--- config.mk ---
export PLATFORM = sky130hd
export DESIGN_NAME = mbox_hub
export DESIGN_NICKNAME = d
export VERILOG_FILES = /design/src/rtl/mbox_pkg.sv /design/src/rtl/mbox_link.sv /design/src/rtl/mbox_irq_ctrl.sv /design/src/rtl/mbox_hub.sv
export SDC_FILE = /design/constraint.sdc
export NUM_CORES = 2
export LEC_CHECK = 0
export ABC_AREA = 1
export BUFFER_PORTS_ARGS = -buffer_cell sky130_fd_sc_hd__buf_4
export CORE_MARGIN = 8
export CORE_UTILIZATION = 25
export CTS_CLUSTER_SIZE = 28
export DETAILED_ROUTE_END_ITERATION = 10
export HOLD_SLACK_MARGIN = 0.03
export PLACE_DENSITY_LB_ADDON = 0.1
export SLEW_MARGIN = 40
export SYNTH_ARGS = -nofsm -noshare
export SYNTH_HDL_FRONTEND = slang
export SYNTH_SLANG_ARGS = --single-unit
--- constraint.sdc ---
create_clock -name clk_i -period 5.6 [get_ports clk_i]
set_clock_uncertainty 0.15 [all_clocks]
set_input_delay 0.56 -clock clk_i [delete_from_list [all_inputs] [get_ports clk_i]]
set_output_delay 0.56 -clock clk_i [all_outputs]
set_load 0.02 [all_outputs]
--- src/rtl/mbox_pkg.sv ---
package mbox_pkg;
  localparam int unsigned OFF_W = 6;

  localparam logic [OFF_W-1:0] OFF_STAT = 6'h00;
  localparam logic [OFF_W-1:0] OFF_CLR  = 6'h04;
  localparam logic [OFF_W-1:0] OFF_MASK = 6'h0C;
  localparam logic [OFF_W-1:0] OFF_DB   = 6'h10;
  localparam logic [OFF_W-1:0] OFF_LAST = 6'h30;

  localparam int unsigned DB_MSG_BIT = 6;
  localparam int unsigned DB_ACK_BIT = 7;

  typedef struct packed {
    logic       hit;
    logic [3:0] slot;  // 0 = doorbell, 1..8 = message word 0..7
  } slot_t;

  function automatic slot_t dec_slot(input logic [OFF_W-1:0] off);
    slot_t s;
    logic [OFF_W-1:0] rel;
    rel    = off - OFF_DB;
    s.hit  = (off[1:0] == 2'b00) && (off >= OFF_DB) && (off <= OFF_LAST);
    s.slot = rel[5:2];
    return s;
  endfunction
endpackage

--- src/rtl/mbox_link.sv ---
module mbox_link
  import mbox_pkg::*;
#(
  parameter int unsigned DW     = 32,
  parameter int unsigned NWORDS = 8
) (
  input  logic             clk_i,
  input  logic             rst_ni,
  input  logic             rmt_we_i,
  input  logic [OFF_W-1:0] rmt_off_i,
  input  logic [DW-1:0]    rmt_wdata_i,
  input  logic             hst_we_i,
  input  logic [OFF_W-1:0] hst_off_i,
  input  logic [DW-1:0]    hst_wdata_i,
  output logic [DW-1:0]    rd_data_o,
  output logic             evt_o
);
  localparam int unsigned DBW = 8;

  slot_t rs, hs;
  logic  rmt_hit, hst_hit, db_wr;
  logic [DW-1:0]  words_q [NWORDS];
  logic [DBW-1:0] db_q;

  assign rs      = dec_slot(rmt_off_i);
  assign hs      = dec_slot(hst_off_i);
  assign rmt_hit = rmt_we_i & rs.hit;
  assign hst_hit = hst_we_i & hs.hit;
  assign db_wr   = rmt_hit && (rs.slot == 4'd0);
  assign evt_o   = db_wr && (rmt_wdata_i[DB_MSG_BIT] || rmt_wdata_i[DB_ACK_BIT]);

  always_ff @(posedge clk_i or negedge rst_ni) begin
    if (!rst_ni) begin
      db_q <= '0;
    end else if (db_wr) begin
      db_q <= rmt_wdata_i[DBW-1:0];
    end else begin
      db_q[DB_ACK_BIT:DB_MSG_BIT] <= '0;  // event bits self-clear
    end
  end

  for (genvar k = 0; k < NWORDS; k++) begin : g_word
    always_ff @(posedge clk_i or negedge rst_ni) begin
      if (!rst_ni) begin
        words_q[k] <= '0;
      end else if (rmt_hit && rs.slot == 4'(k + 1)) begin
        words_q[k] <= rmt_wdata_i;  // remote wins over host
      end else if (hst_hit && hs.slot == 4'(k + 1)) begin
        words_q[k] <= hst_wdata_i;
      end
    end
  end

  always_comb begin
    rd_data_o = '0;
    if (hs.hit) begin
      if (hs.slot == 4'd0) rd_data_o = DW'(db_q);
      for (int k = 0; k < NWORDS; k++) begin
        if (hs.slot == 4'(k + 1)) rd_data_o = words_q[k];
      end
    end
  end

  AST_DB_SELF_CLEAR: assert property (@(posedge clk_i) disable iff (!rst_ni)
    ((db_q[DB_ACK_BIT:DB_MSG_BIT] != 2'b00) && !db_wr) |=> (db_q[DB_ACK_BIT:DB_MSG_BIT] == 2'b00));
  AST_EVT_SEEN: assert property (@(posedge clk_i) disable iff (!rst_ni)
    evt_o |=> (db_q[DB_MSG_BIT] || db_q[DB_ACK_BIT]));
endmodule

--- src/rtl/mbox_irq_ctrl.sv ---
module mbox_irq_ctrl #(
  parameter int unsigned NRMT = 3
) (
  input  logic            clk_i,
  input  logic            rst_ni,
  input  logic [NRMT-1:0] set_i,
  input  logic            clr_we_i,
  input  logic [NRMT-1:0] clr_bits_i,
  input  logic            mask_we_i,
  input  logic [NRMT-1:0] mask_bits_i,
  output logic [NRMT-1:0] status_o,
  output logic [NRMT-1:0] mask_o,
  output logic            irq_o
);
  logic [NRMT-1:0] status_q, mask_q, clr_eff;
  logic            irq_q;

  assign clr_eff = clr_we_i ? clr_bits_i : '0;

  always_ff @(posedge clk_i or negedge rst_ni) begin
    if (!rst_ni) begin
      status_q <= '0;
      mask_q   <= '0;
      irq_q    <= 1'b0;
    end else begin
      status_q <= (status_q & ~clr_eff) | set_i;  // set wins
      if (mask_we_i) mask_q <= mask_bits_i;
      irq_q <= |(status_q & mask_q);
    end
  end

  assign status_o = status_q;
  assign mask_o   = mask_q;
  assign irq_o    = irq_q;

  AST_SET_WINS: assert property (@(posedge clk_i) disable iff (!rst_ni)
    (set_i != '0) |=> ((status_q & $past(set_i)) == $past(set_i)));
  AST_STATUS_HOLD: assert property (@(posedge clk_i) disable iff (!rst_ni)
    ((set_i == '0) && !clr_we_i) |=> $stable(status_q));
  AST_IRQ_QUIET: assert property (@(posedge clk_i) disable iff (!rst_ni)
    ((status_q & mask_q) == '0) |=> !irq_o);
  AST_IRQ_RAISE: assert property (@(posedge clk_i) disable iff (!rst_ni)
    ((status_q & mask_q) != '0) |=> irq_o);
endmodule

--- src/rtl/mbox_hub.sv ---
module mbox_hub
  import mbox_pkg::*;
#(
  parameter int unsigned DW     = 32,
  parameter int unsigned AW     = 16,
  parameter int unsigned NCH    = 4,
  parameter int unsigned NWORDS = 8
) (
  input  logic                  clk_i,
  input  logic                  rst_ni,
  input  logic                  hst_we_i,
  input  logic [AW-1:0]         hst_addr_i,
  input  logic [DW-1:0]         hst_wdata_i,
  output logic [DW-1:0]         hst_rdata_o,
  input  logic [NCH-2:0]        rmt_we_i,
  input  logic [(NCH-1)*6-1:0]  rmt_off_i,
  input  logic [(NCH-1)*DW-1:0] rmt_wdata_i,
  output logic                  irq_o
);
  localparam int unsigned NRMT   = NCH - 1;
  localparam int unsigned BANK_W = $clog2(NCH);
  localparam int unsigned BANK_L = 12;
  localparam int unsigned BANK_H = BANK_L + BANK_W;

  logic [OFF_W-1:0]  off;
  logic [BANK_W-1:0] bank;
  logic              clean, ctrl_sel;
  logic [NRMT-1:0]   link_sel, evt, status, mask;
  logic [DW-1:0]     link_rd [NRMT];

  assign off      = hst_addr_i[OFF_W-1:0];
  assign bank     = hst_addr_i[BANK_H-1:BANK_L];
  assign clean    = (hst_addr_i[AW-1:BANK_H] == '0) && (hst_addr_i[BANK_L-1:OFF_W] == '0);
  assign ctrl_sel = clean && (bank == '0);

  for (genvar n = 0; n < NRMT; n++) begin : g_link
    assign link_sel[n] = clean && (bank == BANK_W'(n + 1));

    mbox_link #(.DW(DW), .NWORDS(NWORDS)) u_link (
      .clk_i       (clk_i),
      .rst_ni      (rst_ni),
      .rmt_we_i    (rmt_we_i[n]),
      .rmt_off_i   (rmt_off_i[n*OFF_W +: OFF_W]),
      .rmt_wdata_i (rmt_wdata_i[n*DW +: DW]),
      .hst_we_i    (hst_we_i && link_sel[n]),
      .hst_off_i   (off),
      .hst_wdata_i (hst_wdata_i),
      .rd_data_o   (link_rd[n]),
      .evt_o       (evt[n])
    );
  end

  mbox_irq_ctrl #(.NRMT(NRMT)) u_irq (
    .clk_i       (clk_i),
    .rst_ni      (rst_ni),
    .set_i       (evt),
    .clr_we_i    (hst_we_i && ctrl_sel && (off == OFF_CLR)),
    .clr_bits_i  (hst_wdata_i[NRMT-1:0]),
    .mask_we_i   (hst_we_i && ctrl_sel && (off == OFF_MASK)),
    .mask_bits_i (hst_wdata_i[NRMT-1:0]),
    .status_o    (status),
    .mask_o      (mask),
    .irq_o       (irq_o)
  );

  always_comb begin
    hst_rdata_o = '0;
    if (ctrl_sel) begin
      if (off == OFF_STAT) hst_rdata_o = DW'(status);
      if (off == OFF_MASK) hst_rdata_o = DW'(mask);
    end
    for (int n = 0; n < NRMT; n++) begin
      if (link_sel[n]) hst_rdata_o = link_rd[n];
    end
  end
endmodule

# Word level (Yosys, flattened, before mapping)
# Cells that the tools add are included.
[word_totals]
reg_bits = 799
inputBits = 168
output_inout_bits = 33
elab_cells = 293
[op_classes]
addsub = 4
n_lt_le_gt_ge = 8
n_eq_ne = 37
n_mux = 88
bitwise_logic = 10
reduce_logical = 113
[ops]
columns = ["cell", "n"]
rows = [
  ["32-bit two-way mux", 80],
  ["1-bit logical AND", 73],
  ["4-bit by 3-bit == test with 1-bit output, second input constant", 16],
  ["2-bit nonzero test", 24],
  ["4-bit by 2-bit == test with 1-bit output, second input constant", 8],
  ["6-bit by 5-bit greater-or-equal comparator with 1-bit output, second input constant", 4],
  ["6-bit <= comparator, second input constant", 4],
  ["8-bit two-way mux", 3],
  ["6-bit by 5-bit subtractor with 6-bit output, second input constant", 4],
  ["4-bit by 1-bit == test with 1-bit output, second input constant", 4],
  ["4-bit == test, second input constant", 4],
  ["4-bit logical NOT", 4],
  ["2-bit logical NOT", 6],
  ["6-bit logical NOT", 2],
  ["1-bit AND", 6],
  ["3-bit AND", 2],
  ["6-bit by 3-bit == test with 1-bit output, second input constant", 1],
  ["6-bit by 4-bit == test with 1-bit output, second input constant", 1],
  ["2-bit two-way mux", 3],
  ["3-bit two-way mux", 2],
  ["2-bit == test, second input constant", 2],
  ["1-bit logical OR", 3],
  ["3-bit inverter", 1],
  ["3-bit OR", 1],
  ["2 further kinds", 2],
]

# Logic depth before layout (Yosys ltp)
[logic_depth]
ltp_word = 15
depth_mapped = 16
ltp_nobuf = 15

# Cells and area by module
# Synthesis repeated with hierarchy kept, for this count alone.
[unflattened]
cells_unflattened = 7169
area_unflattened_um2 = 46960.0
[by_module_without_submodules]
columns = ["module", "instances", "cells_per_inst", "area_per_inst_um2", "seq_area_each_um2"]
rows = [
  ["mbox_link at g_link[1].u_link ...", 2, 2362, 15204.6, 6606.3],
  ["mbox_link at g_link[0].u_link", 1, 2192, 15253.4, 6606.3],
  ["mbox_hub", 1, 221, 1023.5, 0.0],
  ["mbox_irq_ctrl", 1, 32, 274.0, 175.2],
]

# Least setup slack after synthesis
# No wires, ideal clock.
[synth_timing]
kind = "input port to output port"
startpoint = "in hst_addr_i[7]"
endpoint = "out hst_rdata_o[22]"
t_arrival_ps = 2132
t_required_ps = 4890
setup_slack_ps = 2758
cell_stages = 11
path_buffers = 2
cell_sequence = "nor2_1 -> nand4_1 -> nor2_1 -> nand2_1 -> clkbuf_1 -> clkbuf_1 -> o21ai_0 -> o21ai_0 -> nand2_1 -> nand2_1 -> a21oi_1"
[synth_between]
elab_chain_cells = 7
word_cells_on_any_way = 10
classes_between = "mux (4); reduce/logical (6)"
[synth_lines]
columns = ["item", "line", "rtl"]
rows = [
  ["from (decl)", "mbox_hub.sv:12", "input logic [AW-1:0] hst_addr_i,"],
  ["6-bit logical NOT (*)", "mbox_hub.sv:33", "assign clean = (hst_addr_i[AW-1:BANK_H] == '0) && (hst_addr_i[BANK_L-1:OFF_W] == '0);"],
  ["1-bit logical AND (*)", "mbox_hub.sv:33", ""],
  ["1-bit logical AND", "mbox_hub.sv:34", "assign ctrl_sel = clean && (bank == '0);"],
  ["32-bit two-way mux", "mbox_hub.sv:68", "if (ctrl_sel) begin"],
  ["32-bit two-way mux (2 in series)", "mbox_hub.sv:73", "if (link_sel[n]) hst_rdata_o = link_rd[n];"],
  ["32-bit two-way mux (*)", "mbox_hub.sv:73", ""],
  ["to (decl)", "mbox_hub.sv:14", "output logic [DW-1:0] hst_rdata_o,"],
]
# Mark *: on every way between the ends. The rest lies on a longest branch, timed or not.

# Final worst setup path
[layout_timing]
startpoint = "in hst_addr_i[3]"
endpoint = "out hst_rdata_o[19]"
[layout_between]
elab_chain_cells = 14
word_cells_on_any_way = 43
classes_between = "add/sub (1); order compare (2); eq/ne (8); mux (30); reduce/logical (2)"
[layout_lines]
columns = ["item", "line", "rtl"]
rows = [
  ["6-bit by 5-bit subtractor with 6-bit output", "mbox_pkg.sv:21", "rel = off - OFF_DB;"],
  ["4-bit by 1-bit == test with 1-bit output", "mbox_link.sv:59", "if (hs.slot == 4'(k + 1)) rd_data_o = words_q[k];"],
  ["32-bit two-way mux (8 in series)", "mbox_link.sv:59", ""],
  ["32-bit two-way mux", "mbox_link.sv:56", "if (hs.hit) begin"],
  ["32-bit two-way mux (2 in series)", "mbox_hub.sv:73", ""],
  ["32-bit two-way mux (*)", "mbox_hub.sv:73", ""],
]
# Marks and branches as above.

==> flow_summary_export.csv <==
group,metric,value,unit
logic_synthesis,synth.avg_cell_area,7.037,sq um
logic_synthesis,synth-seq-cells,799,
logic_synthesis,synth_cell_types,35,
sta,relSlewSlack,37.65,%
detailed_routing,drt-total-wl,232.8,mm
critical_path,startpoint_type,"input pin",
placed_design,post-place-ws,1.070,ns
hold_path,worstHoldEndpoint,"u_irq.status_o[1]$_DFF_PN0_",
placed_design,dpl.cell_count,8622,
sta,slew_viol_final,0,
critical_path,startpoint,"hst_addr_i[3]",
critical_path,path_cells,"buf_4 > inv_1 > nand2_1 > nor2_4 > buf_4 > buf_4 > nand2_1 > nand3b_1 > nand2_1 > nand2_1 > nand2_1 > nand2_1 > nand2_1 > a21oi_1 > buf_4",
detailed_routing,ant_nets,0,
finish,drive_above_1_share,9.084,%
clocking,clock-sinks,799,
logic_synthesis,synth-async-reset-ratio,100.0,%
logic_synthesis,yosys.area.top_type,"dfrtp_1",
critical_path,cp_slowest_cell,"buf_4",
clocking,holdBufCountCts,98,
sta,clock.fmax,0.2188,GHz
logic_synthesis,yosys-top-cells-area,"dfrtp_1, nand2_1, o21ai_0, inv_1, nor2_1",
floorplanning,core,0.1804,sq mm
floorplanning,rows,156,
critical_path,worst-r2r-cell-count,2,
critical_path,timing.critical_path.buf_inv,5,
sta,hold_viol_final,0,
hold_path,worst_hold_path_type,"in2reg",
placed_design,port_buffers,200,
clocking,clkTransAtPathRegs,0.06,ns
global_routing,antenna_found_initial,11,
sta,rsz0062_at_grt,"false",
detailed_routing,first_pass_iters,5,
detailed_routing,avgRoutedWirePerCell,26.09,microns
logic_synthesis,yosysSeqAreaShare,44.20,%
finish,nets,6631,
clocking,clockBufferDepth,3,
logic_synthesis,dominantRegCellSynth,"dfrtp_1",
sta,worstMarginPinSlew,0.9352,ns
global_routing,grt_start_max_net_pins,104,
clocking,clockRootBuffer,"clkbuf_16",
logic_synthesis,synth_common_cells,"nand2_1, o21ai_0, dfrtp_1, inv_1, nor2_1",
critical_path,cp-end-kind,"output pin",
sta,setup_viol,0,
sta,finalCriticalPeriod,4.571,ns
global_routing,grt_pass1_wl,330.7,mm
pwr,pwr_density_cell,308.9,mW/mm^2
global_routing,grt.total_usage,23.32,%
clocking,numCtsBuffers,107,
clocking,cts_tree,"done",
logic_synthesis,synth_edf_count,0,
critical_path,crit_type,"in2out",
floorplanning,die_h,441.4,microns
pwr,power,16.62,mW
critical_path,path_common_cell,"nand2_1",
placed_design,hpwl,153.9,mm
sta,setup_tns,0,ns
finish,nFillCells,19855,
critical_path,rr_endpoint,"g_link[1].u_link.words_q[17]$_DFFE_PN0P_",
detailed_routing,via_per_inst,4.963,
sta,setup_ws,1.029,ns
placed_design,gp_congestion,0.8325,
floorplanning,start_util,25.08,%
logic_synthesis,postSynthNetCount,6596,
critical_path,cpPeakStageDelay,0.69,ns
detailed_routing,via_count,44281,
logic_synthesis,netlist.area_leader.share,44.20,%
floorplanning,die_w,441.4,microns
detailed_routing,route.detailed.drc,0,
global_routing,grt_pass1_vias,42454,
clocking,postCtsSetupRepairBufs,0,
logic_synthesis,syn_area,0.04524,sq mm
clocking,insertion_delay,0.72,ns
critical_path,reg2reg_from,"g_link[1].u_link.words_q[17]$_DFFE_PN0P_",
hold_path,min_from,"hst_addr_i[3]",
critical_path,required,4.89,ns
job,cap_viol_max_count,0,
finish,syn_to_final_growth,18.99,%
run_status,status,"completed",
critical_path,ff2ff_setup_slack,4.43,ns
clocking,h-tree-depth,3,
critical_path,arrival,3.86,ns
logic_synthesis,synth_warnings,0,
logic_synthesis,yosys.cell_count.top_type,"nand2_1",
hold_path,worstHoldPathCells,5,
floorplanning,num_io_pins,201,
critical_path,critical_path.top_delay_family,"buffers and inverters",
global_routing,grt_overflow,0,
sta,period_share,81.62,%
finish,finalNonFillerCells,8923,
pwr,p_leak,25.80,nW
logic_synthesis,synthCells,6428,
floorplanning,dieArea,0.1948,sq mm
detailed_routing,drtIter0Drc,4274,
pwr,ir_drop,234.2,uV
clocking,cts_resized,0,
critical_path,path_max_fanout,36,
## flip-flops by register name (all words and copies together) (netlist names)
register / count
g_link.u_link.db_q: 24
g_link.u_link.words_q: 768
u_irq.irq_o: 1
u_irq.mask_o: 3
u_irq.status_o: 3
## kinds of logic after synthesis
family / count (synthesis) / share of synthesized area (%)
flip-flops: 799 / 44.20
AO/OA/AOI/OAI: 1766 / 21.91
multiplexers: 3 / 0.07468
AND/OR/NAND/NOR: 2756 / 24.18
buffers and inverters: 1104 / 9.637
## worst max path at each step
| stage | to | slack, ns | cells past startpoint |
|---|---|---|---|
| floorplan | hst_rdata_o[22] | 2.76 | 11 |
| global placement | hst_rdata_o[25] | 1.05 | 15 |
| detailed placement | hst_rdata_o[20] | 1.07 | 15 |
| CTS | hst_rdata_o[20] | 1.06 | 15 |
| global route | hst_rdata_o[20] | 0.90 | 15 |
| finish | hst_rdata_o[19] | 1.03 | 15 |
## metrics by stage
stage / cell area, sq um / hold WS [ns] / util (%)
floorplan: 45240 / 0.1144 / -
global placement: 49020 / 0.3119 / 27.18
global route: 53820 / 0.1420 / 29.84
CTS: 53730 / 0.07454 / 29.79
finish: 53830 / 0.1342 / 29.85
detailed placement: 49150 / 0.3154 / 27.25
## cell type report
cell class              count  area (sq um)  share of cell area, %
clock inverters            27         259.0                 0.4812
diodes                      3         7.507                0.01395
multi-input cells        4525         21040                  39.09
clock buffers             169          3343                  6.211
flip-flops and latches    799         19990                  37.14
well taps                2370          2965                  5.509
inverters                 597          2247                  4.175
repair buffers            433          3969                  7.373
## routing by layer
layer	GRT usage (%)	wire, microns	vias up
met4	7.510	8607	4
met1	31.72	104000	21748
met2	39.01	109700	1289
li1	-	-	20942
met5	0	27	-
met3	2.285	10420	298
## layout by cell type (no fill, tap or decap), drive strengths merged, types with 16 or more instances in the layout
master	Yosys	layout
a21oi	179	179
a31oi	164	164
buf	179	335
clkbuf	328	169
clkinv	0	20
dfrtp	799	799
dlygate4sd3	0	98
inv	597	598
nand2	1997	1997
nand3	238	238
nand3b	19	19
nand4	36	36
nor2	438	438
nor3	17	17
o211ai	128	128
o21a	150	150
o21ai	1112	1112
o22ai	16	16
## power by group
part | switching, mW | internal (mW) | leakage, nW
combinational | 1.59 | 0.799 | 14.8
clock | 2.92 | 4.25 | 1.79
sequential | 0.374 | 6.69 | 9.21
total | 4.89 | 11.7 | 25.8
## worst reg2reg max path: stages (launching register included)
cell,delay (ns)
dfrtp_1,0.36
inv_1,0.37
o21ai_0,0.16
Note: power is estimated with default switching activity, not from simulation.
